$ cat src/rtl/iq_serial_pkg.sv
// Package: shared types and helpers for the serial I/Q transmitter.
// Assumes frame length is two sample words times a power-of-two multiple.
package iq_serial_pkg;

    typedef enum logic [1:0] {
        RATE_X1 = 2'd0,
        RATE_X2 = 2'd1,
        RATE_X4 = 2'd2,
        RATE_X8 = 2'd3
    } rate_e;

    // Number of bit-clock cycles in one frame for a given multiple.
    function automatic int unsigned frame_cycles(input int unsigned sample_w,
                                                 input rate_e rate);
        return (2 * sample_w) << rate;
    endfunction

endpackage

$ cat src/rtl/iq_frame_timer.sv
// Frame timer: counts bit-clock cycles within a frame and captures the
// rate multiple at each frame boundary.
// Assumes: counter wide enough for the longest frame (set by the parent).
module iq_frame_timer
    import iq_serial_pkg::*;
#(
    parameter int SAMPLE_W = 16,
    parameter int CNT_W    = 8
) (
    input  logic             clk,
    input  logic             rst_n,
    input  logic [1:0]       rate_sel,
    output logic [CNT_W-1:0] cnt,
    output logic             at_last,
    output logic [1:0]       rate_q
);

    rate_e            rate_r;
    logic [CNT_W-1:0] last_idx;

    // Last index of the current frame, from the captured rate.
    always_comb begin
        last_idx = CNT_W'(frame_cycles(SAMPLE_W, rate_r) - 1);
    end

    assign at_last = (cnt == last_idx);
    assign rate_q  = rate_r;

    // Advance the cycle count; wrap and capture the rate at the boundary.
    always_ff @(posedge clk) begin
        if (!rst_n) begin
            rate_r <= RATE_X1;
            cnt    <= CNT_W'(frame_cycles(SAMPLE_W, RATE_X1) - 1);
        end else if (at_last) begin
            rate_r <= rate_e'(rate_sel);
            cnt    <= '0;
        end else begin
            cnt    <= cnt + 1'b1;
        end
    end


    wrap_to_zero_chk: assert property (@(posedge clk) disable iff (!rst_n)
        at_last |=> (cnt == '0));

endmodule

$ cat src/rtl/iq_shift_out.sv
// Shift register: loads a packed I/Q word and moves it out MSB first,
// shifting zeros in behind so it drains to zero after one word.
module iq_shift_out #(
    parameter int WORD_W = 32
) (
    input  logic              clk,
    input  logic              rst_n,
    input  logic              load,
    input  logic [WORD_W-1:0] word,
    output logic              msb
);

    logic [WORD_W-1:0] sh_q;

    // Load a new word or shift one place toward the MSB.
    always_ff @(posedge clk) begin
        if (!rst_n) begin
            sh_q <= '0;
        end else if (load) begin
            sh_q <= word;
        end else begin
            sh_q <= {sh_q[WORD_W-2:0], 1'b0};
        end
    end

    assign msb = sh_q[WORD_W-1];

endmodule

$ cat src/rtl/iq_strobe_gen.sv
// Strobe generator: captures the strobe shape at each frame boundary and
// derives the strobe from the in-frame cycle count.
// Assumes cnt restarts at zero on the cycle after the boundary.
module iq_strobe_gen #(
    parameter int SAMPLE_W = 16,
    parameter int CNT_W    = 8
) (
    input  logic             clk,
    input  logic             rst_n,
    input  logic             at_last,
    input  logic             level_sel,
    input  logic             active,
    input  logic [CNT_W-1:0] cnt,
    output logic             strobe,
    output logic             level_q
);

    // Capture the strobe shape at the frame boundary.
    always_ff @(posedge clk) begin
        if (!rst_n) begin
            level_q <= 1'b0;
        end else if (at_last) begin
            level_q <= level_sel;
        end
    end

    // Pulse on the first bit, or a level over the I word.
    always_comb begin
        if (!active) begin
            strobe = 1'b0;
        end else if (level_q) begin
            strobe = (cnt < CNT_W'(SAMPLE_W));
        end else begin
            strobe = (cnt == '0);
        end
    end

endmodule

$ cat src/rtl/iq_serial_tx.sv
// Serial I/Q transmitter top: takes one sample per frame on a valid/ready
// handshake and sends I then Q MSB first, padding each frame for the
// chosen bit-clock multiple.
// Assumes clk is the serial bit clock; no clock generation is done here.
module iq_serial_tx
    import iq_serial_pkg::*;
#(
    parameter int SAMPLE_W = 16,
    parameter int MAX_MULT = 8
) (
    input  logic                clk,
    input  logic                rst_n,
    input  logic [1:0]          rate_sel,
    input  logic                strobe_level,
    input  logic                s_valid,
    input  logic [SAMPLE_W-1:0] s_i,
    input  logic [SAMPLE_W-1:0] s_q,
    output logic                s_ready,
    output logic                ser_data,
    output logic                ser_strobe
);

    localparam int WORD_W = 2 * SAMPLE_W;
    localparam int CNT_W  = $clog2(WORD_W * MAX_MULT);

    logic [CNT_W-1:0] cnt;
    logic             at_last;
    logic [1:0]       rate_q;
    logic             level_q;
    logic             active_q;
    logic             take;
    logic             msb;

    assign take    = at_last && s_valid;
    assign s_ready = at_last;

    iq_frame_timer #(.SAMPLE_W(SAMPLE_W), .CNT_W(CNT_W)) u_timer (
        .clk(clk), .rst_n(rst_n), .rate_sel(rate_sel),
        .cnt(cnt), .at_last(at_last), .rate_q(rate_q)
    );

    iq_shift_out #(.WORD_W(WORD_W)) u_shift (
        .clk(clk), .rst_n(rst_n), .load(take),
        .word({s_i, s_q}), .msb(msb)
    );

    iq_strobe_gen #(.SAMPLE_W(SAMPLE_W), .CNT_W(CNT_W)) u_strobe (
        .clk(clk), .rst_n(rst_n), .at_last(at_last),
        .level_sel(strobe_level), .active(active_q), .cnt(cnt),
        .strobe(ser_strobe), .level_q(level_q)
    );

    // Mark whether the frame being sent carries a sample.
    always_ff @(posedge clk) begin
        if (!rst_n) begin
            active_q <= 1'b0;
        end else if (at_last) begin
            active_q <= s_valid;
        end
    end

    // Data only within the 32 data cycles of a carrying frame.
    assign ser_data = active_q && (cnt < CNT_W'(WORD_W)) && msb;


    first_bit_strobe_chk: assert property (@(posedge clk) disable iff (!rst_n)
        (s_valid && s_ready) |=> ser_strobe);


    pad_quiet_chk: assert property (@(posedge clk) disable iff (!rst_n)
        (cnt >= CNT_W'(WORD_W)) |-> (!ser_data && !ser_strobe));


    pulse_single_chk: assert property (@(posedge clk) disable iff (!rst_n)
        (ser_strobe && !level_q) |=> !ser_strobe);


    level_span_chk: assert property (@(posedge clk) disable iff (!rst_n)
        ($fell(ser_strobe) && level_q) |-> (cnt == CNT_W'(SAMPLE_W)));


    ready_single_chk: assert property (@(posedge clk) disable iff (!rst_n)
        s_ready |=> !s_ready);


    idle_frame_chk: assert property (@(posedge clk) disable iff (!rst_n)
        (s_ready && !s_valid) |=> (!ser_data && !ser_strobe));


    rate_hold_chk: assert property (@(posedge clk) disable iff (!rst_n)
        !s_ready |=> $stable(rate_q));

endmodule

$ cat config.mk
export PLATFORM = sky130hd
export DESIGN_NAME = iq_serial_tx
export DESIGN_NICKNAME = d
export VERILOG_FILES = /design/src/rtl/iq_serial_pkg.sv /design/src/rtl/iq_frame_timer.sv /design/src/rtl/iq_shift_out.sv /design/src/rtl/iq_strobe_gen.sv /design/src/rtl/iq_serial_tx.sv
export SDC_FILE = /design/constraint.sdc
export NUM_CORES = 1
export LEC_CHECK = 0
export CORE_MARGIN = 10
export CORE_UTILIZATION = 58
export CTS_CLUSTER_DIAMETER = 80
export DETAILED_ROUTE_END_ITERATION = 6
export DONT_BUFFER_PORTS = 1
export GPL_TIMING_DRIVEN = 1
export MAX_ROUTING_LAYER = met4
export PLACE_DENSITY_LB_ADDON = 0.2
export SETUP_SLACK_MARGIN = 0.1
export SLEW_MARGIN = 20
export SYNTH_ARGS = -nofsm -noshare
export SYNTH_HDL_FRONTEND = slang
export SYNTH_SLANG_ARGS = --single-unit
$ cat constraint.sdc
create_clock -name clk -period 2 [get_ports clk]
set_input_delay 0.4 -clock clk [delete_from_list [all_inputs] [get_ports clk]]
set_output_delay 0.4 -clock clk [all_outputs]
set_load 0.01 [all_outputs]
==> key figures <==
Clock network
  • Cts hold-fix bufs: 0
  • Clk sinks: between 40 and 50
  • TritonCTS clock tree: done
  • CTS clk-pin slew, worst paths: 130 ps
  • CTS root buffer: clkbuf_4
  • H-Tree Depth: 2
  • Latest clock arrival within the worst-skew pair: 360 ps
  • Max Buffers Root-to-Sink: 2
  • CTS buffer count: 5

Route
  • WL final: 3620 um
  • DR vias/cell: 5.25
  • Antenna Nets Post-Route: 0
  • Via Count: 1319
  • Iteration count of the initial detailed-routing pass: 4
  • Iter 0 DRT Violations: 96
  • Avg WL per Cell: between 10 and 15 um
  • Drc violations: 0

Critical path
  • Critical Path Sink: s_ready
  • Crit. Startpoint: u_timer.cnt[1]
  • Setup slack, reg-to-reg: 190 ps
  • Worst Setup End Kind: output port
  • Setup CP Type: reg -> out
  • Worst Path Arrival: between 1000 and 1500 ps
  • R2R depth: 7
  • Crit-path max FO: 4
  • Reg-to-reg startpoint: u_timer.cnt[1]
  • Critical Path Start Type: flip-flop
  • Crit path required time: 1600 ps
  • Reg2reg end: u_shift.sh_q[27]

Logic synthesis
  • Syn avg cell area: 9.29 um2
  • Syn Inst Count: 205
  • EDFF count, synth: 0
  • Yosys cell types: 29
  • Post-Syn Nets: approximately 250
  • Yosys warns: 0
  • Synth Flop Type: dfxtp_1
  • Seq/Total Area, Yosys: 46.3%
  • Synth Register Bits: between 40 and 50
  • FFs w/ async S/R, synth: 0%
  • Synth Cell Area: approximately 1900 um2

STA
  • Crit share post-route: between 90% and 100%
  • Slew at the pin with the worst max-slew slack: 392 ps
  • Clk_skew: 11.7 ps
  • Max-slew violations: 0
  • Hold Slack: 127 ps
  • Sum of negative setup slack: 0 ps
  • Slew headroom: 73.7%
  • Final setup vio count: 0
  • Final Hold Vio Count: 0
  • Clock period minus final worst setup slack: 1880 ps
  • RSZ-0062 raised after global routing: yes
  • Top achievable clock speed: about 530 MHz

Pwr
  • Peak supply drop: 0.000711 V
  • Total Power: roughly 2400 uW
  • Leakage: 0.000759 uW
  • Cell Pwr Density: 1190 nW/um2

Placed design
  • Final GP Congestion: 0.868
  • Number of port buffers: 0
  • Placed cells: 239
  • Post-DP HPWL: about 2500 um

Job
  • Number of max-cap violations: 0

Global route
  • Largest net degree at the start of global routing: 80
  • Top Usage Layer GRT: met2
  • Global Route Usage Sum: 12.6%
  • GR met3 Demand/Resource: between 6 and 7%
  • First-pass GRT wire length: 6010 um
  • Initial antenna violation count: 0
  • Vias in the first global route: 1354
  • Met1 Use GR: 13.3%
  • GR Util met2: 19.8%
  • Grt ovf: 0

Floorplan
  • IO Count: slightly above 40
  • Die ar.: 5980 um2
  • Die height: 77.3 um
  • Initial Utilization: 61.4%
  • Core area: 3100 um2
  • Die width: 77.3 um
  • FP Rows: 20

Run status
  • Status: finished, final reports clean

Final layout
  • Fraction of layout instances using a drive strength above 1: 15.0%
  • Ant diodes: 0
  • Multi-input logic area: 936 um2
  • Layout Nets: 246
  • Reg area: 887 um2
  • Fill count: 275
  • Cell Count, Final, Fillers Out: 251
  • Area grow syn2layout: 7.36%

Min path
  • Worst Hold Class: in -> reg
==> per-stage QoR <==
stage | setup slack (ps) | utilization (%) | cell area, um2
after floorplan | 276 | - | 1900
after global placement | 265 | 61.5 | 1910
after detailed placement | 143 | 61.5 | 1910
after CTS | 69.9 | 65.7 | 2040
after global routing | 65.0 | 65.9 | 2040
final | 116 | 65.9 | 2040
==> Yosys cell counts (3+ instances only) <==
cell type	count	share of area, %
nand2_1	73	14
dfxtp_1	44	46
mux2i_1	34	18
clkbuf_1	9	1.8
nor2_1	4	0.79
and3_1	3	0.99
buf_8	3	2.4
inv_1	3	0.59
nand3_1	3	0.79
xnor2_1	3	1.4
==> cell usage in the layout (no fill, tap or decap), drive strengths merged <==
| cell | synthesis | layout |
|---|---|---|
| a211oi | 2 | 2 |
| a21oi | 2 | 2 |
| a31oi | 1 | 1 |
| and3 | 3 | 3 |
| and3b | 1 | 1 |
| and4 | 2 | 2 |
| buf | 3 | 6 |
| bufinv | 1 | 2 |
| clkbuf | 9 | 5 |
| clkinv | 0 | 1 |
| clkinvlp | 0 | 1 |
| dfxtp | 44 | 44 |
| ha | 2 | 2 |
| inv | 3 | 3 |
| mux2i | 34 | 34 |
| nand2 | 73 | 73 |
| nand2b | 2 | 2 |
| nand3 | 3 | 3 |
| nand4 | 1 | 1 |
| nor2 | 4 | 4 |
| nor3 | 1 | 1 |
| nor3b | 2 | 2 |
| o21ai | 4 | 4 |
| o21bai | 1 | 1 |
| o2bb2ai | 1 | 1 |
| or2b | 1 | 1 |
| xnor2 | 3 | 3 |
| xor2 | 2 | 2 |
==> how the worst min path moves through the flow <==
stage                          start               end  slack [ps]  cells after the start
finish                         rst_n    u_timer.cnt[1]         130                      1
global route                   rst_n    u_timer.cnt[1]         100                      1
CTS                            rst_n    u_timer.cnt[1]         100                      1
detailed placement  u_shift.sh_q[10]  u_shift.sh_q[11]         430                      2
global placement    u_shift.sh_q[21]  u_shift.sh_q[22]         420                      2
floorplan            u_shift.sh_q[9]  u_shift.sh_q[10]         420                      2
==> layer usage <==
| metal | share of wire [%] | wire length [um] |
|---|---|---|
| met1 | 44 | 1580 |
| met2 | 47 | 1720 |
| met3 | 7.6 | 276 |
| met4 | 1.4 | 51 |
| met5 | 0 | 0 |
==> cell type report <==
| class | instances | area share, % |
|---|---|---|
| flip-flops and latches | 44 | 43.4 |
| well taps | 44 | 2.69 |
| multi-input cells | 145 | 45.8 |
| repair buffers | 6 | 2.82 |
| clock buffers | 5 | 1.84 |
| clock inverters | 3 | 2.08 |
| inverters | 4 | 1.41 |
==> cells by family (layout without fill, tap and decap cells) <==
family	after synthesis	count (layout)	synth area share [%]
AOI/OAI and AO/OA	11	11	5.78
xor gates and xnor gates	5	5	2.30
adders and majority gates	2	2	1.31
buffers and inverters	16	18	5.65
DFF	44	44	46.3
muxes	34	34	17.9
and+or+nand+nor	93	93	20.8
==> critical path: stages, from the launching register on <==
cell      delay, ps
dfxtp_2         380
ha_4            140
and4_4          240
nand2_2          60
a211oi_4        310
==> report_power, final <==
part           internal [uW]  switching [uW]
clock network            261             285
registers               1060             113
logic                    354             354
total                   1670             753
==> repair_timing <==
item / CTS / global route
setup endpoints to repair: 1 / 2
pin swaps: 2 / 1
setup buffers: 4 / 0
gates cloned: 0 / 0
resized for setup: 7 / 3
==> state kept, by name, indices dropped and copies added, names as in the netlist <==
signal	cells
u_timer.rate_q	2
u_strobe.level_q	1
u_timer.cnt	8
u_shift.sh_q	32
active_q	1
No activity file was read; power rests on OpenSTA's default activity.
